--- config.mk ---
export PLATFORM = sky130hd
export DESIGN_NAME = sdram_burst_ctrl
export DESIGN_NICKNAME = d
export VERILOG_FILES = /design/src/rtl/sdram_ctrl_pkg.sv /design/src/rtl/sdram_cycle_cnt.sv /design/src/rtl/sdram_refresh_gen.sv /design/src/rtl/sdram_burst_ctrl.sv
export SDC_FILE = /design/constraint.sdc
export NUM_CORES = 1
export LEC_CHECK = 0
export ABC_CLOCK_PERIOD_IN_PS = 2500
export CAP_MARGIN = 10
export CORE_ASPECT_RATIO = 2
export CORE_MARGIN = 4
export CORE_UTILIZATION = 45
export CTS_BUF_LIST = sky130_fd_sc_hd__clkbuf_4 sky130_fd_sc_hd__clkbuf_8
export DETAILED_ROUTE_END_ITERATION = 10
export DONT_BUFFER_PORTS = 1
export GPL_TIMING_DRIVEN = 0
export PLACE_DENSITY = 0.64
export RECOVER_POWER = 100
export SYNTH_ARGS = -nofsm -noshare
export SYNTH_HDL_FRONTEND = slang
export SYNTH_SLANG_ARGS = --single-unit
--- constraint.sdc ---
create_clock -name clk -period 2.5 [get_ports clk]
set_clock_uncertainty 0.15 [all_clocks]
set_input_delay 0.125 -clock clk [delete_from_list [all_inputs] [get_ports clk]]
set_output_delay 0.125 -clock clk [all_outputs]
set_load 0.01 [all_outputs]
--- src/rtl/sdram_ctrl_pkg.sv ---
package sdram_ctrl_pkg;
  typedef enum logic [2:0] {
    CMD_NOP = 3'd0,
    CMD_ACT = 3'd1,
    CMD_RD  = 3'd2,
    CMD_WR  = 3'd3,
    CMD_PRE = 3'd4,
    CMD_REF = 3'd5,
    CMD_MRS = 3'd6
  } sd_cmd_e;
endpackage

--- src/rtl/sdram_cycle_cnt.sv ---
module sdram_cycle_cnt #(
  parameter int W = 6
) (
  input  logic         clk,
  input  logic         rst,
  input  logic         clr,
  output logic [W-1:0] count
);
  always_ff @(posedge clk) begin
    if (rst || clr) count <= '0;
    else            count <= count + 1'b1;
  end
endmodule

--- src/rtl/sdram_refresh_gen.sv ---
module sdram_refresh_gen #(
  parameter int INTERVAL = 780,
  parameter int ROW_W    = 12
) (
  input  logic             clk,
  input  logic             rst,
  input  logic             ref_done,
  output logic             ref_pend,
  output logic [ROW_W-1:0] ref_row
);
  localparam int IW = (INTERVAL > 2) ? $clog2(INTERVAL) : 1;
  localparam logic [IW-1:0] LAST = IW'(INTERVAL - 1);

  logic [IW-1:0] icnt;
  logic          tick;

  assign tick = (icnt == LAST);

  always_ff @(posedge clk) begin
    if (rst) begin
      icnt     <= '0;
      ref_pend <= 1'b0;
      ref_row  <= '0;
    end else begin
      icnt     <= tick ? '0 : icnt + 1'b1;
      ref_pend <= tick | (ref_pend & ~ref_done);
      if (ref_done) ref_row <= ref_row + 1'b1;
    end
  end
endmodule

--- src/rtl/sdram_burst_ctrl.sv ---
module sdram_burst_ctrl
  import sdram_ctrl_pkg::*;
#(
  parameter int DW           = 16,
  parameter int ROW_W        = 12,
  parameter int COL_W        = 9,
  parameter int BL           = 4,
  parameter int CL           = 1,
  parameter int TRCD         = 2,
  parameter int TRP          = 2,
  parameter int TRFC         = 4,
  parameter int TMRD         = 2,
  parameter int INIT_WAIT    = 20,
  parameter int REF_INTERVAL = 780
) (
  input  logic                   clk,
  input  logic                   rst,
  input  logic                   req_valid,
  output logic                   req_ready,
  input  logic                   req_write,
  input  logic [ROW_W+COL_W-1:0] req_addr,
  input  logic [DW-1:0]          wr_data,
  output logic                   wr_take,
  output logic [DW-1:0]          rd_data,
  output logic                   rd_valid,
  output logic [2:0]             sd_cmd,
  output logic [ROW_W-1:0]       sd_addr,
  output logic [DW-1:0]          sd_dq_out,
  output logic                   sd_dq_oe,
  input  logic [DW-1:0]          sd_dq_in
);
  localparam int CNT_W = $clog2(INIT_WAIT + CL + BL + TRFC + TRCD + TRP + TMRD + 2);
  localparam int BL_CODE = $clog2(BL);
  localparam logic [CNT_W-1:0] C_INIT   = CNT_W'(INIT_WAIT - 1);
  localparam logic [CNT_W-1:0] C_TRCD   = CNT_W'(TRCD - 1);
  localparam logic [CNT_W-1:0] C_TRP    = CNT_W'(TRP - 1);
  localparam logic [CNT_W-1:0] C_TRFC   = CNT_W'(TRFC - 1);
  localparam logic [CNT_W-1:0] C_TMRD   = CNT_W'(TMRD - 1);
  localparam logic [CNT_W-1:0] C_CL     = CNT_W'(CL);
  localparam logic [CNT_W-1:0] C_RD_END = CNT_W'(CL + BL - 1);
  localparam logic [CNT_W-1:0] C_WR_END = CNT_W'(BL - 1);
  localparam logic [ROW_W-1:0] MODE_WORD = ROW_W'((CL << 4) | BL_CODE);

  typedef enum logic [2:0] {
    ST_INIT, ST_INIT_REF, ST_INIT_MRS, ST_IDLE, ST_ACT, ST_RD, ST_WR, ST_WAIT
  } st_e;

  st_e              st, st_nxt, ret_st;
  logic [CNT_W-1:0] cnt, lim;
  logic             cnt_clr;
  logic             ref_pend, ref_done;
  logic [ROW_W-1:0] ref_row;
  logic [COL_W-1:0] col_q;
  logic             wr_op;

  sdram_cycle_cnt #(.W(CNT_W)) u_cnt (
    .clk(clk), .rst(rst), .clr(cnt_clr), .count(cnt)
  );

  sdram_refresh_gen #(.INTERVAL(REF_INTERVAL), .ROW_W(ROW_W)) u_ref (
    .clk(clk), .rst(rst), .ref_done(ref_done), .ref_pend(ref_pend), .ref_row(ref_row)
  );

  assign req_ready = (st == ST_IDLE) && !ref_pend;
  assign ref_done  = (st == ST_INIT_REF) || ((st == ST_IDLE) && ref_pend);
  assign cnt_clr   = (st_nxt != st);

  always_comb begin
    st_nxt = st;
    case (st)
      ST_INIT:     if (cnt == C_INIT) st_nxt = ST_WAIT;
      ST_INIT_REF: st_nxt = ST_WAIT;
      ST_INIT_MRS: st_nxt = ST_WAIT;
      ST_IDLE: begin
        if (ref_pend)       st_nxt = ST_WAIT;
        else if (req_valid) st_nxt = ST_ACT;
      end
      ST_ACT:  if (cnt == C_TRCD) st_nxt = wr_op ? ST_WR : ST_RD;
      ST_RD:   if (cnt == C_RD_END) st_nxt = ST_WAIT;
      ST_WR:   if (cnt == C_WR_END) st_nxt = ST_WAIT;
      ST_WAIT: if (cnt == lim) st_nxt = ret_st;
      default: st_nxt = ST_IDLE;
    endcase
  end

  always_ff @(posedge clk) begin
    if (rst) begin
      st        <= ST_INIT;
      ret_st    <= ST_IDLE;
      lim       <= '0;
      sd_cmd    <= CMD_NOP;
      sd_addr   <= '0;
      sd_dq_out <= '0;
      sd_dq_oe  <= 1'b0;
      wr_take   <= 1'b0;
      rd_valid  <= 1'b0;
      rd_data   <= '0;
      col_q     <= '0;
      wr_op     <= 1'b0;
    end else begin
      st       <= st_nxt;
      sd_cmd   <= CMD_NOP;
      wr_take  <= 1'b0;
      rd_valid <= 1'b0;
      case (st)
        ST_INIT: if (cnt == C_INIT) begin
          sd_cmd  <= CMD_PRE;
          sd_addr <= '0;
          ret_st  <= ST_INIT_REF;
          lim     <= C_TRP;
        end
        ST_INIT_REF: begin
          sd_cmd  <= CMD_REF;
          sd_addr <= ref_row;
          ret_st  <= ST_INIT_MRS;
          lim     <= C_TRFC;
        end
        ST_INIT_MRS: begin
          sd_cmd  <= CMD_MRS;
          sd_addr <= MODE_WORD;
          ret_st  <= ST_IDLE;
          lim     <= C_TMRD;
        end
        ST_IDLE: begin
          if (ref_pend) begin
            sd_cmd  <= CMD_REF;
            sd_addr <= ref_row;
            ret_st  <= ST_IDLE;
            lim     <= C_TRFC;
          end else if (req_valid) begin
            sd_cmd  <= CMD_ACT;
            sd_addr <= req_addr[ROW_W+COL_W-1:COL_W];
            col_q   <= req_addr[COL_W-1:0];
            wr_op   <= req_write;
          end
        end
        ST_ACT: if (cnt == C_TRCD) begin
          sd_cmd  <= wr_op ? CMD_WR : CMD_RD;
          sd_addr <= ROW_W'(col_q);
          if (wr_op) begin
            sd_dq_out <= wr_data;
            sd_dq_oe  <= 1'b1;
            wr_take   <= 1'b1;
          end
        end
        ST_RD: begin
          if (cnt >= C_CL) begin
            rd_valid <= 1'b1;
            rd_data  <= sd_dq_in;
          end
          if (cnt == C_RD_END) begin
            sd_cmd <= CMD_PRE;
            ret_st <= ST_IDLE;
            lim    <= C_TRP;
          end
        end
        ST_WR: begin
          if (cnt == C_WR_END) begin
            sd_dq_oe <= 1'b0;
            sd_cmd   <= CMD_PRE;
            ret_st   <= ST_IDLE;
            lim      <= C_TRP;
          end else begin
            sd_dq_out <= wr_data;
            wr_take   <= 1'b1;
          end
        end
        default: ;
      endcase
    end
  end
endmodule

; ---- After elaboration in Yosys (flattened, before gate mapping)
; Cells that the tools add are included.
[word_totals]
regBits = 101
output_inout_bits = 51
wordCells = 110
[op_classes]
addsub = 3
magnitude_cmp = 1
n_eq_ne = 22
muxes = 45
bitwise = 5
n_reduce_logical = 18
[ops]
columns = operator, n
row1 = 12-bit one-hot mux with 5 select lines, 1
row2 = 12-bit two-way mux, 4
row3 = 16-bit two-way mux, 3
row4 = 3-bit two-way mux, 15
row5 = 3-bit one-hot mux with 7 select lines, 2
row6 = 6-bit one-hot mux with 6 select lines, 1
row7 = 16-bit one-hot mux with 2 select lines, 1
row8 = 6-bit two-way mux, 4
row9 = 3-bit one-hot mux with 6 select lines, 1
row10 = 12-bit by 1-bit adder with 12-bit output (second input constant), 1
row11 = 3-bit == test (second input constant), 4
row12 = 2-bit inequality test (second input constant), 6
row13 = 4-bit AND reduction, 3
row14 = 10-bit by 1-bit adder with 10-bit output (second input constant), 1
row15 = 10-bit == test (second input constant), 1
row16 = 1-bit two-way mux, 9
row17 = 6-bit by 1-bit adder with 6-bit output (second input constant), 1
row18 = 3-bit by 2-bit == test with 1-bit output (second input constant), 2
row19 = 6-bit by 1-bit == test with 1-bit output (second input constant), 1
row20 = 6-bit by 2-bit == test with 1-bit output (second input constant), 1
row21 = 6-bit by 3-bit == test with 1-bit output (second input constant), 1
row22 = 6-bit by 5-bit == test with 1-bit output (second input constant), 1
row23 = 6-bit == test, 1
row24 = 6-bit by 1-bit greater-or-equal comparator with 1-bit output (second input constant), 1
row25 = other kinds (20), 28

; ---- Longest topological paths before layout
[depth]
depth_word = 6
depth_mapped = 8

; ---- Cells and area by module
; Synthesis repeated with hierarchy kept, for this count alone.
[unflattened]
hier_cells = 466
area_unflattened_um2 = 4100.2
[modules_own_cells]
columns = module, instances, cells_per_inst, area_each_um2, seq_area_each_um2
row1 = sdram_burst_ctrl, 1, 331, 2870.3, 1341.3
row2 = sdram_refresh_gen, 1, 111, 1003.5, 460.4
row3 = sdram_cycle_cnt, 1, 24, 226.5, 120.1

; ---- Worst setup path after synthesis
; No wires, ideal clock.
[synth_path]
path_type = register to register
start = register u_cnt.count[0]
end = register lim[1]
setup_ns = 0.115
arrival_time_ns = 1.913
required_time_ns = 2.235
slack_ns = 0.321
path_stages_with_launch = 8
n_path_buf = 1
path_cell_list = dfxtp_1 ha_1 clkbuf_1 nor4b_1 a21oi_1 a21o_1 a211o_1 a31o_1
[synth_via]
elab_chain_cells = 3
elab_cells_between_ends = 7
classes_between = eq/ne: 6 / reduce/logical: 1
[synth_lines]
columns = element, line
row1 = "start, declared", sdram_cycle_cnt.sv:7  ; output logic [W-1:0] count
row2 = "start signal, assigned", sdram_cycle_cnt.sv:11  ; else count <= count + 1'b1;
row3 = "6-bit by 3-bit == test with 1-bit output, or another cell as far along", sdram_burst_ctrl.sv:151  ; if (cnt == C_RD_END) begin
row4 = 2-bit inequality test (no source line), n/a
row5 = 5-bit AND reduction (no source line) *, n/a
row6 = "end signal, assigned", sdram_burst_ctrl.sv:129  ; lim <= C_TRFC;
row7 = "end signal, assigned", sdram_burst_ctrl.sv:154  ; lim <= C_TRP;
row8 = "end signal, assigned", sdram_burst_ctrl.sv:162  ; lim <= C_TRP;
row9 = "end, declared", sdram_burst_ctrl.sv:49  ; logic [CNT_W-1:0] cnt, lim;
; Mark *: on every way between the ends. The rest lies on a longest branch, timed or not.
; A chain may end at the register's enable or synchronous reset.

; ---- Worst setup path after layout
[layout_path]
start = register st[0]
end = register rd_data[3]
[layout_via]
elab_chain_cells = 2
[layout_lines]
columns = element, line
row1 = "start, declared", sdram_burst_ctrl.sv:48  ; st_e st, st_nxt, ret_st;
row2 = "start signal, assigned", sdram_burst_ctrl.sv:101  ; st <= st_nxt;
row3 = 3-bit == test, sdram_burst_ctrl.sv:105  ; case (st)
row4 = 2-bit AND reduction (no source line), n/a
row5 = "end signal, assigned", sdram_burst_ctrl.sv:149  ; rd_data <= sd_dq_in;
row6 = "end, declared", sdram_burst_ctrl.sv:24  ; output logic [DW-1:0] rd_data,
; Every way passes these cells.

==> flow_summary.json <==
{
  "status": "finished, final reports clean",
  "grt_pass1_vias": 3582,
  "path_buf_inv": 3,
  "hold_slack_ns": 0.01415,
  "synth.yosys.warnings": 0,
  "wl_um": 11160,
  "crit_required_ns": 2.60,
  "die_w_um": 75.16,
  "antenna_found_initial": 0,
  "crit_top_cell": "buf_2",
  "grt_pass1_wl_um": 17820,
  "start_util_pct": 46.61,
  "p_leak_nw": 1.936,
  "synth-seq-area-share_pct": 47.35,
  "hpwl_um": 7896,
  "nets": 578,
  "drtPass1Iterations": 4,
  "slew_headroom_pct": 59.15,
  "syn_area_mm2": 0.004059,
  "antenna_left": 0,
  "synth_top_cell_area_share_pct": 47.35,
  "clock_path_buffers": 2,
  "final_cell_mix": "96 x dfxtp_1, 66 x nor2_1, 55 x dlygate4sd3_1",
  "synth_flop_cell": "dfxtp_1",
  "htreeDepth": 3,
  "first_iter_violations": 267,
  "vdd_ir_drop_max_mv": 0.7173,
  "io_pins": 108,
  "total_power_mw": 4.066,
  "viasPerCell": 5.624,
  "synth-edff-count": 0,
  "syn_nets": 509,
  "arrival_ns": 2.50,
  "p_per_area_mw_per_mm2": 820.0,
  "drive_above_1_share_pct": 8.077,
  "critPathKind": "reg -> reg",
  "die_h_um": 142.3,
  "layout_min_cycle_time_ns": 2.407,
  "wl_per_cell_um": 18.00,
  "rsz0062_at_grt": "false",
  "final_cell_area_mm2": 0.004959,
  "max-cap-violations": 0,
  "yosys-top-cells-area": "dfxtp_1 47%, mux2i_1 8.1%, nor2_1 6.2%",
  "cp_cell_sequence": "clkbuf_1, nor2b_2, o311a_1, buf_2, buf_2, mux2i_1, nor2_1",
  "clk_latency_ns": 0.37,
  "rows": 48,
  "crit_slowest_cell": "nor2b_2",
  "hold_violations": 0,
  "avgSynthCellArea_um2": 9.101,
  "fp.dieArea_mm2": 0.01070,
  "root_buffer": "clkbuf_8",
  "max_freq_ghz": 0.4155,
  "diodes": 0,
  "synth-async-reset-ratio_pct": 0,
  "synth_seq_cells": 96,
  "finalWeightedCongestion": 0.8701,
  "holdCritPathClass": "in -> reg",
  "final_common_cell": "dfxtp_1",
  "core_mm2": 0.008708,
  "cp-start-kind": "flip-flop",
  "yosysUniqueCellTypes": 50,
  "setup_viol": 0,
  "syn_inst": 446,
  "io_buffer_count": 0,
  "cts_tree": "done",
  "drv_slew": 0,
  "crit_family": "buffers and inverters",
  "drc_errors": 0,
  "grt_max_degree": 20,
  "tightest_slew_ns": 0.6095,
  "cts.sinks": 96,
  "grt_overflow": 0,
  "period_share_pct": 96.27,
  "end_kind": "flip-flop",
  "area_delta_synth_final_pct": 22.16,
  "cts-buffers-inserted": 9,
  "placed_cell_area_mm2": 0.004184,
  "vias": 3487,
  "clk_pin_slew_ns": 0.10,
  "final.fill_count": 761,
  "cpPeakStageDelay_ns": 0.33,
  "yosysTopAreaCell": "dfxtp_1",
  "cp_max_fo": 10,
  "track_usage_pct": 21.75
}
[Yosys cell counts (all sizes together), types with 2 or more instances]
library cell / count
nand3: 11
nand2b: 4
or3: 4
xor2: 10
a22o: 9
and2: 3
mux2i: 33
ha: 6
clkbuf: 15
xnor2: 12
nor4: 4
inv: 10
o21ai: 9
a21oi: 25
nor3: 12
o31ai: 2
nor3b: 2
nand4: 8
a31oi: 3
nor2b: 3
and3: 5
nand2: 48
buf: 9
dfxtp: 96
nand3b: 2
a211oi: 2
nor2: 67
a211o: 2
a22oi: 13
o2bb2ai: 3
[metrics by stage]
stage | utilization [%] | setup TNS (ns) | setup WS [ns] | cells
CTS | 56.80 | 0 | 0.01104 | 617
global route | 56.94 | 0 | 0.003468 | 620
floorplan | - | 0 | 0.3212 | 446
detailed placement | 48.05 | -0.9735 | -0.1110 | 546
finish | 56.94 | 0 | 0.09318 | 620
global placement | 48.05 | -0.4171 | -0.05505 | 546
[metal layers]
layer | global-route usage (%) | wire length [µm] | share of wire (%) | vias up
met2 | 38.27 | 5875 | 53 | 138
met5 | 0 | 0 | 0 | -
met4 | 11.71 | 519 | 4.7 | 0
li1 | - | - | - | 1688
met1 | 22.96 | 4082 | 37 | 1626
met3 | 5.163 | 681 | 6.1 | 35
[sequential cells by signal, indices dropped and copies added (netlist names), 3 cells and up]
signal and flops:
sd_dq_out 16, u_cnt.count 6, sd_cmd 3, u_ref.icnt 10, col_q 9, sd_addr 12
u_ref.ref_row 12, rd_data 16, st 3
[timing repair]
item                                   4_1_cts  5_1_grt
pin swaps                                    1        1
buffers inserted                             1        3
setup endpoints to repair                   13       44
endpoints found under the hold margin       57        0
resized for setup                            2        7
hold buffers                                55        0
[report_power, final]
group	switching, mW	internal, mW
sequential	0.163	1.67
clock	0.622	0.397
combinational	0.747	0.464
total	1.53	2.53
[path summary, 6_finish.rpt]
path                     end  slack, ns  cells after the start      start
hold reg to reg     col_q[6]       0.31                      2   col_q[6]
hold / removal         st[2]       0.01                      2  req_valid
setup / recovery  rd_data[3]       0.09                      7      st[0]
setup reg to reg  rd_data[3]       0.09                      7      st[0]
[cells by family after synthesis]
kind of cell / count (synthesis) / synth area share [%]
AND/OR/NAND/NOR: 177 / 20.96
flip-flops: 96 / 47.35
AO/OA/AOI/OAI: 77 / 12.89
buffers and inverters: 34 / 3.699
multiplexers: 34 / 8.508
XOR/XNOR: 22 / 4.747
adder cells (fa/ha/maj): 6 / 1.850
[cell type report]
class,instances,area [µm²],share of cell area [%]
plain buffers,23,111.4,2.246
inverters,10,37.54,0.7570
repair buffers,59,580.6,11.71
flip-flops and latches,96,1922,38.76
multi-input cells,316,1987,40.07
clock inverters,7,71.32,1.438
clock buffers,9,123.9,2.498
well taps,100,125.1,2.523
Note: power is estimated with default switching activity, not from simulation.
